**src/rtl/mw_pkg.sv**
```systemverilog
package mw_pkg;
  typedef enum logic [2:0] {
    OP_READ  = 3'd0,
    OP_WRITE = 3'd1,
    OP_ERASE = 3'd2,
    OP_WREN  = 3'd3,
    OP_WRDIS = 3'd4
  } host_op_e;

  typedef enum logic [2:0] {
    ST_IDLE,
    ST_SHIFT,
    ST_RDATA,
    ST_GAP,
    ST_POLL,
    ST_RESP
  } host_state_e;

  // two-bit opcode sent after the start bit
  function automatic logic [1:0] opcode_of(input logic [2:0] op);
    case (op)
      OP_READ:  opcode_of = 2'b10;
      OP_WRITE: opcode_of = 2'b01;
      OP_ERASE: opcode_of = 2'b11;
      default:  opcode_of = 2'b00;
    endcase
  endfunction
endpackage

```
**src/rtl/mw_sck_div.sv**
```systemverilog
module mw_sck_div #(
  parameter int DIV = 4
) (
  input  logic clk,
  input  logic rst_n,
  input  logic run,
  output logic sck,
  output logic fall
);
  localparam int CW = (DIV > 1) ? $clog2(DIV) : 1;

  logic [CW-1:0] cnt;
  logic          wrap;

  assign wrap = run && (cnt == CW'(DIV - 1));
  assign fall = wrap && sck;

  always_ff @(posedge clk or negedge rst_n) begin
    if (!rst_n) begin
      cnt <= '0;
      sck <= 1'b0;
    end else if (!run) begin
      cnt <= '0;
      sck <= 1'b0;
    end else if (wrap) begin
      cnt <= '0;
      sck <= ~sck;
    end else begin
      cnt <= cnt + 1'b1;
    end
  end
endmodule

```
**src/rtl/mw_shreg.sv**
```systemverilog
module mw_shreg #(
  parameter int W     = 8,
  parameter int OUT_W = 1
) (
  input  logic             clk,
  input  logic             rst_n,
  input  logic             load,
  input  logic [W-1:0]     din,
  input  logic             shift,
  input  logic             sin,
  output logic [OUT_W-1:0] q
);
  logic [W-1:0] r;

  always_ff @(posedge clk or negedge rst_n) begin
    if (!rst_n)     r <= '0;
    else if (load)  r <= din;
    else if (shift) r <= {r[W-2:0], sin};
  end

  assign q = r[W-1 -: OUT_W];
endmodule

```
**src/rtl/mw_host.sv**
```systemverilog
module mw_host
  import mw_pkg::*;
#(
  parameter int DATA_W     = 16,
  parameter int ADDR_W     = 6,
  parameter int DIV        = 4,
  parameter int CSL_CYC    = 13,
  parameter int POLL_LIMIT = 4096
) (
  input  logic              clk,
  input  logic              rst_n,
  input  logic              cmd_valid,
  output logic              cmd_ready,
  input  logic [2:0]        cmd_op,
  input  logic [ADDR_W-1:0] cmd_addr,
  input  logic [DATA_W-1:0] cmd_wdata,
  output logic              rsp_valid,
  input  logic              rsp_ready,
  output logic [DATA_W-1:0] rsp_data,
  output logic              rsp_err,
  output logic              mw_cs,
  output logic              mw_sck,
  output logic              mw_di,
  input  logic              mw_do
);
  localparam int HDR_W   = 3 + ADDR_W;
  localparam int TX_W    = HDR_W + DATA_W;
  localparam int CNT_W   = $clog2(TX_W + 1);
  localparam int TMR_MAX = (CSL_CYC > POLL_LIMIT) ? CSL_CYC : POLL_LIMIT;
  localparam int TMR_W   = $clog2(TMR_MAX + 1);

  host_state_e       state;
  logic [CNT_W-1:0]  cnt;
  logic [TMR_W-1:0]  tmr;
  logic [2:0]        op_q;
  logic              cs_q, is_rd, is_prog, wen, err_q;
  logic              sck_fall, accept, is_wr_in, is_prog_in;
  logic [ADDR_W-1:0] addr_f;
  logic [TX_W-1:0]   frame;
  logic              tx_msb;
  logic              rx_shift;

  assign accept     = (state == ST_IDLE) && cmd_valid;
  assign is_wr_in   = (cmd_op == OP_WRITE);
  assign is_prog_in = is_wr_in || (cmd_op == OP_ERASE);

  always_comb begin
    if (cmd_op == OP_WREN)        addr_f = {2'b11, {(ADDR_W-2){1'b0}}};
    else if (cmd_op >= OP_WRDIS)  addr_f = '0;
    else                          addr_f = cmd_addr;
  end
  assign frame = {1'b1, opcode_of(cmd_op), addr_f, cmd_wdata};

  mw_sck_div #(.DIV(DIV)) u_div (
    .clk  (clk),
    .rst_n(rst_n),
    .run  ((state == ST_SHIFT) || (state == ST_RDATA)),
    .sck  (mw_sck),
    .fall (sck_fall)
  );

  mw_shreg #(.W(TX_W), .OUT_W(1)) u_tx (
    .clk  (clk),
    .rst_n(rst_n),
    .load (accept),
    .din  (frame),
    .shift(sck_fall && (state == ST_SHIFT)),
    .sin  (1'b0),
    .q    (tx_msb)
  );

  // first read sample (the leading zero) is taken at the last header fall
  assign rx_shift = sck_fall &&
                    ((state == ST_RDATA) ||
                     ((state == ST_SHIFT) && is_rd && (cnt == CNT_W'(1))));

  mw_shreg #(.W(DATA_W), .OUT_W(DATA_W)) u_rx (
    .clk  (clk),
    .rst_n(rst_n),
    .load (accept),
    .din  ('0),
    .shift(rx_shift),
    .sin  (mw_do),
    .q    (rsp_data)
  );

  always_ff @(posedge clk or negedge rst_n) begin
    if (!rst_n) begin
      state   <= ST_IDLE;
      cnt     <= '0;
      tmr     <= '0;
      op_q    <= '0;
      cs_q    <= 1'b0;
      is_rd   <= 1'b0;
      is_prog <= 1'b0;
      wen     <= 1'b0;
      err_q   <= 1'b0;
    end else begin
      case (state)
        ST_IDLE: if (cmd_valid) begin
          op_q    <= cmd_op;
          err_q   <= 1'b0;
          is_rd   <= (cmd_op == OP_READ);
          is_prog <= is_prog_in;
          if (is_prog_in && !wen) begin
            err_q <= 1'b1;
            state <= ST_RESP;
          end else begin
            cs_q  <= 1'b1;
            cnt   <= is_wr_in ? CNT_W'(TX_W) : CNT_W'(HDR_W);
            state <= ST_SHIFT;
          end
        end
        ST_SHIFT: if (sck_fall) begin
          if (cnt == CNT_W'(1)) begin
            if (is_rd) begin
              cnt   <= CNT_W'(DATA_W);
              state <= ST_RDATA;
            end else begin
              cs_q  <= 1'b0;
              tmr   <= '0;
              state <= ST_GAP;
              if (!is_prog) wen <= (op_q == OP_WREN);
            end
          end else begin
            cnt <= cnt - 1'b1;
          end
        end
        ST_RDATA: if (sck_fall) begin
          if (cnt == CNT_W'(1)) begin
            cs_q  <= 1'b0;
            tmr   <= '0;
            state <= ST_GAP;
          end else begin
            cnt <= cnt - 1'b1;
          end
        end
        ST_GAP: begin
          if (tmr == TMR_W'(CSL_CYC - 1)) begin
            tmr <= '0;
            if (is_prog) begin
              cs_q  <= 1'b1;
              state <= ST_POLL;
            end else begin
              state <= ST_RESP;
            end
          end else begin
            tmr <= tmr + 1'b1;
          end
        end
        ST_POLL: begin
          if (mw_do || (tmr == TMR_W'(POLL_LIMIT - 1))) begin
            err_q   <= !mw_do;
            is_prog <= 1'b0;
            cs_q    <= 1'b0;
            tmr     <= '0;
            state   <= ST_GAP;
          end else begin
            tmr <= tmr + 1'b1;
          end
        end
        ST_RESP: if (rsp_ready) state <= ST_IDLE;
        default: state <= ST_IDLE;
      endcase
    end
  end

  assign cmd_ready = (state == ST_IDLE);
  assign rsp_valid = (state == ST_RESP);
  assign rsp_err   = err_q;
  assign mw_cs     = cs_q;
  assign mw_di     = (state == ST_SHIFT) ? tx_msb : 1'b0;
endmodule

```
**config.mk**
```make
export PLATFORM = sky130hd
export DESIGN_NAME = mw_host
export DESIGN_NICKNAME = d
export VERILOG_FILES = /design/src/rtl/mw_pkg.sv /design/src/rtl/mw_sck_div.sv /design/src/rtl/mw_shreg.sv /design/src/rtl/mw_host.sv
export SDC_FILE = /design/constraint.sdc
export NUM_CORES = 1
export LEC_CHECK = 0
export BUFFER_PORTS_ARGS = -buffer_cell sky130_fd_sc_hd__buf_2
export CAP_MARGIN = 20
export CORE_UTILIZATION = 27
export CTS_CLUSTER_SIZE = 16
export DETAILED_ROUTE_END_ITERATION = 10
export GPL_TIMING_DRIVEN = 0
export PLACE_DENSITY = 0.53
export SYNTH_ARGS = -nofsm -noshare
export SYNTH_HDL_FRONTEND = slang
export SYNTH_HIERARCHICAL = 1
export SYNTH_SLANG_ARGS = --single-unit
export TNS_END_PERCENT = 30
```
**constraint.sdc**
```tcl
create_clock -name clk -period 2.8 [get_ports clk]
set_input_delay 0.56 -clock clk [delete_from_list [all_inputs] [get_ports clk]]
set_output_delay 0.56 -clock clk [all_outputs]
set_load 0.02 [all_outputs]
```
Word-level counts from Yosys, hierarchy flattened
Index checks and enable logic that the tools add are counted.

cells by class
  $lt $le $gt $ge = 1
  $add $sub $neg = 3
  reductions and logical operators = 29
  eq/ne operators = 27
  bitwise gates (word level) = 3
  mux-type cells = 58

operator list
  operator                                                            count
  13-bit two-way mux                                                  7
  13-bit case mux with 4 select lines                                 1
  25-bit two-way mux                                                  2
  5-bit two-way mux                                                   8
  16-bit two-way mux                                                  2
  3-bit two-way mux                                                   9
  2-bit != test (second input constant)                               11
  1-bit two-way mux                                                   19
  3-bit case mux with 6 select lines                                  1
  3-bit by 2-bit == test with 1-bit output (second input constant)    5
  5-bit case mux with 3 select lines                                  1
  13-bit by 1-bit adder with 13-bit output (second input constant)    1
  13-bit by 12-bit == test with 1-bit output (second input constant)  1
  13-bit by 4-bit == test with 1-bit output (second input constant)   1
  6-bit two-way mux                                                   2
  11-bit AND reduction                                                1
  1-bit logical AND                                                   8
  8-bit AND reduction                                                 1
  7-bit AND reduction                                                 1
  3-bit by 1-bit == test with 1-bit output (second input constant)    2
  3-bit == test (second input constant)                               2
  3-bit logical NOT                                                   2
  2-bit case mux with 3 select lines                                  1
  6-bit AND reduction                                                 1
  other kinds (20)                                                    31

word-level totals
  flip-flop bits (word level) = 73
  output and inout bits = 22
  input bits = 30
  logic and storage cells = 134

Depth between registers and ports, before layout
  depth after elaboration = 7
  mapped depth = 10
  gate-level depth less buffers = 8

Hierarchy
Netlist, hierarchy kept.

modules (own cells, without submodules)
  module           sequential area each (µm²)  area each (µm²)  cells each  instances
  mw_host          725.7                       1,973.1          217         1
  mw_shreg (u_tx)  625.6                       1,166.1          108         1
  mw_shreg (u_rx)  400.4                       744.5            69          1
  mw_sck_div       75.1                        127.6            9           1

Worst setup path after synthesis
OpenSTA, ideal clock, no wires.

  path type = register -> register
  start = register state[1]
  end = register u_tx.r[10]
  setup slack = 0.387 ns
  stages on the path, launching flop included = 11
  arrival = 2.281 ns
  setup time = 0.132 ns
  required time = 2.668 ns
  buffers on the path = 3
  clock period less this slack = 2.413 ns
  cells stage by stage = dfrtp_1 -> nand2b_1 -> clkbuf_2 -> a21oi_2 -> and3_2 -> or4bb_1 -> inv_1 -> buf_6 -> buf_12 -> mux2i_1 -> o21ai_1

between the ends
  longest elaborated chain between the ends = 6
  elaborated cells on any way between the ends = 10
  those cells by class = 2 x eq/ne; 1 x mux; 7 x reduce/logical

RTL lines
  element                                                                                                      line              source
  start: declaration                                                                                           mw_host.sv:32     host_state_e state;
  start signal: assignment                                                                                     mw_host.sv:89     state <= ST_IDLE;
  start signal: assignment                                                                                     mw_host.sv:107    state <= ST_RESP;
  start signal: assignment                                                                                     mw_host.sv:111    state <= ST_SHIFT;
  3-bit by 1-bit == test with 1-bit output / 3-bit by 2-bit == test with 1-bit output (equally long branches)  mw_host.sv:57     .run ((state == ST_SHIFT) || (state == ST_RDATA)),
  1-bit logical OR (*)                                                                                         mw_host.sv:57
  1-bit logical AND (*)                                                                                        mw_sck_div.sv:15  assign wrap = run && (cnt == CW'(DIV - 1));
  1-bit logical AND (*)                                                                                        mw_sck_div.sv:16  assign fall = wrap && sck;
  via sck_fall                                                                                                 mw_host.sv:37     logic sck_fall, accept, is_wr_in, is_prog_in;
  1-bit logical AND (*)                                                                                        mw_host.sv:67     .shift(sck_fall && (state == ST_SHIFT)),
  2-bit nonzero test (no line) (*)                                                                             --
  end signal: assignment                                                                                       mw_shreg.sv:17    else if (load) r <= din;
  end signal: assignment                                                                                       mw_shreg.sv:18    else if (shift) r <= {r[W-2:0], sin};
  end: declaration                                                                                             mw_shreg.sv:13    logic [W-1:0] r;

The timed path passes the listed nets; every way through them passes the cells marked *.
A chain may end at the register's enable or synchronous reset.

Final worst setup path
  start = register state[1]
  end = register u_tx.r[16]

Same word-level chain as after synthesis.

==> summary.txt <==
STA
  • Fmax: 386 MHz
  • Worst slew margin: 45.0%
  • RSZ-0062 raised after global routing: false
  • Fin crit period: 2.59 ns
  • Final worst-path cycle share: 92.6%
  • Fin. Hold Viols: 0
  • Worst slew pin tran: 0.825 ns
  • Slew Limit Fails: 0
  • Clk_skew: between 0.004 and 0.005 ns
  • Final setup vio count: 0

Clock network
  • Hold Buf Count CTS: 0
  • Clock transition at the registers of the reported paths: 0.06 ns
  • H-tree depth: 3
  • Clk sink count: 73
  • Worst-Skew Late Latency: 0.33 ns
  • Root Driver: clkbuf_16
  • CTS Buffer Depth: 2
  • Num CTS Buffers: 9
  • CTS tree: built

Place
  • Placed insts: 653
  • DPL Wire Length: 6.61 mm
  • Final estimated routing congestion in global placement: between 0.7 and 0.8
  • IO Port Bufs: 49

Drt
  • Routed WL: 9.33 mm
  • Drt wl/cell: between 10 and 15 um
  • DRC Markers: 0
  • Vias: 3192
  • Vias per std cell: 4.74
  • 1st-iter DRT viols: 228
  • First-pass DRT Iterations: 4
  • Remaining antenna violation count after routing: 0

Logic synthesis
  • Synth cell types: 62
  • Primary FF master, synth: dfrtp_1
  • Mapped Cells: between 400 and 500
  • Number of synthesized register bits: 73
  • Share of the synthesized area in the top cell type: 45.5%
  • Post-Syn Area: 0.00401 mm^2
  • YS warnings: 6
  • Fraction of registers with async set or reset after synthesis: 100%
  • Syn avg cell area: 9.95 um^2
  • Dominant cell type by area after synthesis: dfrtp_1
  • Synth area leaders: dfrtp_1 (46%), mux2i_1 (10%), nand2_1 (5.3%)
  • Register area share after synthesis: 45.5%
  • Post-synth EDFFs: 0

Setup path
  • Crit Path Category: reg2reg
  • Critical Path Fanout Max: 10
  • Worst Setup Start Kind: flop
  • Crit end category: flop
  • Critical Path RT: 3.00 ns
  • Critical Path AT: 2.79 ns
  • Setup slack, reg-to-reg: between 0.2 and 0.25 ns

Global routing
  • First-pass GRT wire length: 15.3 mm
  • Initial antenna violation count: 0
  • Largest net degree at the start of global routing: 42
  • Gr usage total: 13.0%
  • Vias in the first global route: ~3100
  • Grt total ovfl: 0

Floorplan
  • I/O pin count: 52
  • Core ar.: approximately 0.015 mm^2
  • Row count: 44
  • Starting Density: between 20% and 30%
  • Die area: between 0.015 and 0.02 mm^2
  • Die W: approximately 120 um
  • Die Y-Extent: 124 um

Cells and area
  • P&R area growth vs syn: 23.2%
  • Commonest non-fill, non-tap cell in the layout: dfrtp_1
  • Nets: 520
  • Multi-input logic area: 0.00202 mm^2
  • Most frequent cells in the layout: dfrtp_1 (73), nand2_1 (57), buf_2 (52)
  • Final core utilization: 34.0%
  • Fraction of layout cells with a size suffix above 1: 21.4%
  • Seq. cell area: ~0.0018 mm^2
  • Fin cells: 674
  • Antenna Cells: 0
  • Fill cells: 1499

Job
  • Max_cap viols: 0

Worst hold path
  • Min-delay worst type: in2async

Power and ir drop
  • Pwr/cell area: 1020 mW/mm^2
  • Max IR drop VDD: just over 0.3 mV
  • Leak Pwr: a little over 2 nW

Outcome
  • Status: complete, no violations
synth_stat cells, drive strengths merged (2+ instances only):
library cell / count
a21o: 3
a21oi: 22
a22o: 2
a31oi: 6
a41oi: 2
and2: 5
and3: 5
and4: 2
buf: 14
clkbuf: 10
conb: 2
dfrtp: 73
ha: 5
inv: 13
mux2: 6
mux2i: 41
nand2: 57
nand2b: 5
nand3: 6
nor2: 19
nor2b: 3
nor3: 5
nor3b: 5
nor4: 3
nor4b: 3
o211ai: 2
o21a: 2
o21ai: 54
o22ai: 4
o31a: 2
o31ai: 2
xnor2: 4
logic make-up (layout without fill, tap and decap cells):
| kind of cell | Yosys count | after routing | share of synthesized area, % |
|---|---|---|---|
| and+or+nand+nor | 124 | 124 | 16.3 |
| muxes | 47 | 47 | 11.9 |
| adders and majority gates | 5 | 5 | 1.56 |
| DFF | 73 | 73 | 45.5 |
| buffers and inverters | 37 | 108 | 5.99 |
| AOI/OAI and AO/OA | 110 | 110 | 17.4 |
| xor gates and xnor gates | 5 | 5 | 1.09 |
| other | 2 | 18 | 0.187 |
worst max-delay path, cell delays in order (launching register included):
cell and delay, ns:
dfrtp_1 0.40, nand2b_1 0.14, clkbuf_2 0.19, a21oi_4 0.26
and3_2 0.27, or4bb_4 0.51, inv_1 0.09, buf_6 0.16
buf_12 0.15, mux2i_1 0.19, o21ai_1 0.09
stage by stage:
| stage | hold WS (ns) | setup WS [ns] | setup TNS [ns] | area (um^2) | power, mW |
|---|---|---|---|---|---|
| after CTS | 0.188 | 0.0631 | 0 | 4900 | 5.05 |
| after floorplan | 0.264 | 0.387 | 0 | 4070 | 3.18 |
| after global placement | 0.423 | -0.0272 | -0.365 | 4550 | 3.71 |
| final | 0.168 | 0.208 | 0 | 4940 | 5.06 |
| after detailed placement | 0.438 | -0.0503 | -0.621 | 4570 | 3.76 |
| after global routing | 0.200 | 0.0334 | 0 | 4940 | 5.44 |
registers in the layout, summed over array words and instances (netlist names):
register / count
rsp_err: 1
u_div/cnt: 2
is_prog: 1
mw_cs: 1
cnt: 5
u_div/sck: 1
wen: 1
is_rd: 1
tmr: 13
state: 3
op_q: 3
u_rx/q: 16
u_tx/r: 25
layer usage:
metal | track usage (%) | up-vias | share of wire (%)
li1 | - | 1577 | -
met1 | 17.1 | 1532 | 48
met2 | 19.9 | 65 | 45
met3 | 2.79 | 18 | 4.0
met4 | 6.70 | 0 | 2.4
met5 | 0 | - | 0
timing repair:
| item | CTS | global route |
|---|---|---|
| setup buffers | 0 | 4 |
| gates resized for setup | 1 | 1 |
| setup endpoints to repair | 20 | 20 |
| pin swaps | 0 | 1 |
where the power goes:
part           switching (mW)  internal (mW)
combinational            1.14          0.834
clock                   0.442          0.803
sequential              0.342           1.49
total                    1.93           3.13
final timing paths:
check | startpoint | endpoint | cells past startpoint
min in group clk | cmd_wdata[6] | u_tx/r[6]$_DFFE_PN0P_ | 3
min | rst_n | u_rx/q[11]$_DFFE_PN0P_ | 1
max reg2reg | state[1]$_DFFE_PN0P_ | u_tx/r[16]$_DFFE_PN0P_ | 10
min reg2reg | u_div/cnt[0]$_DFF_PN0_ | u_div/cnt[0]$_DFF_PN0_ | 1
max | state[1]$_DFFE_PN0P_ | u_tx/r[16]$_DFFE_PN0P_ | 10
max in group asynchronous | rst_n | u_tx/r[24]$_DFFE_PN0P_ | 2
final cells by class:
class                      instances  share of cell area (%)
timing repair buffer              55                    6.25
sequential                        73                    37.0
multi-input combinational        309                    40.8
inverter                          13                   0.987
clock buffer                      11                    4.91
tap                              184                    4.66
clock inverter                     5                    1.59
buffer                            24                    3.87
Note: power is estimated with default switching activity, not from simulation.
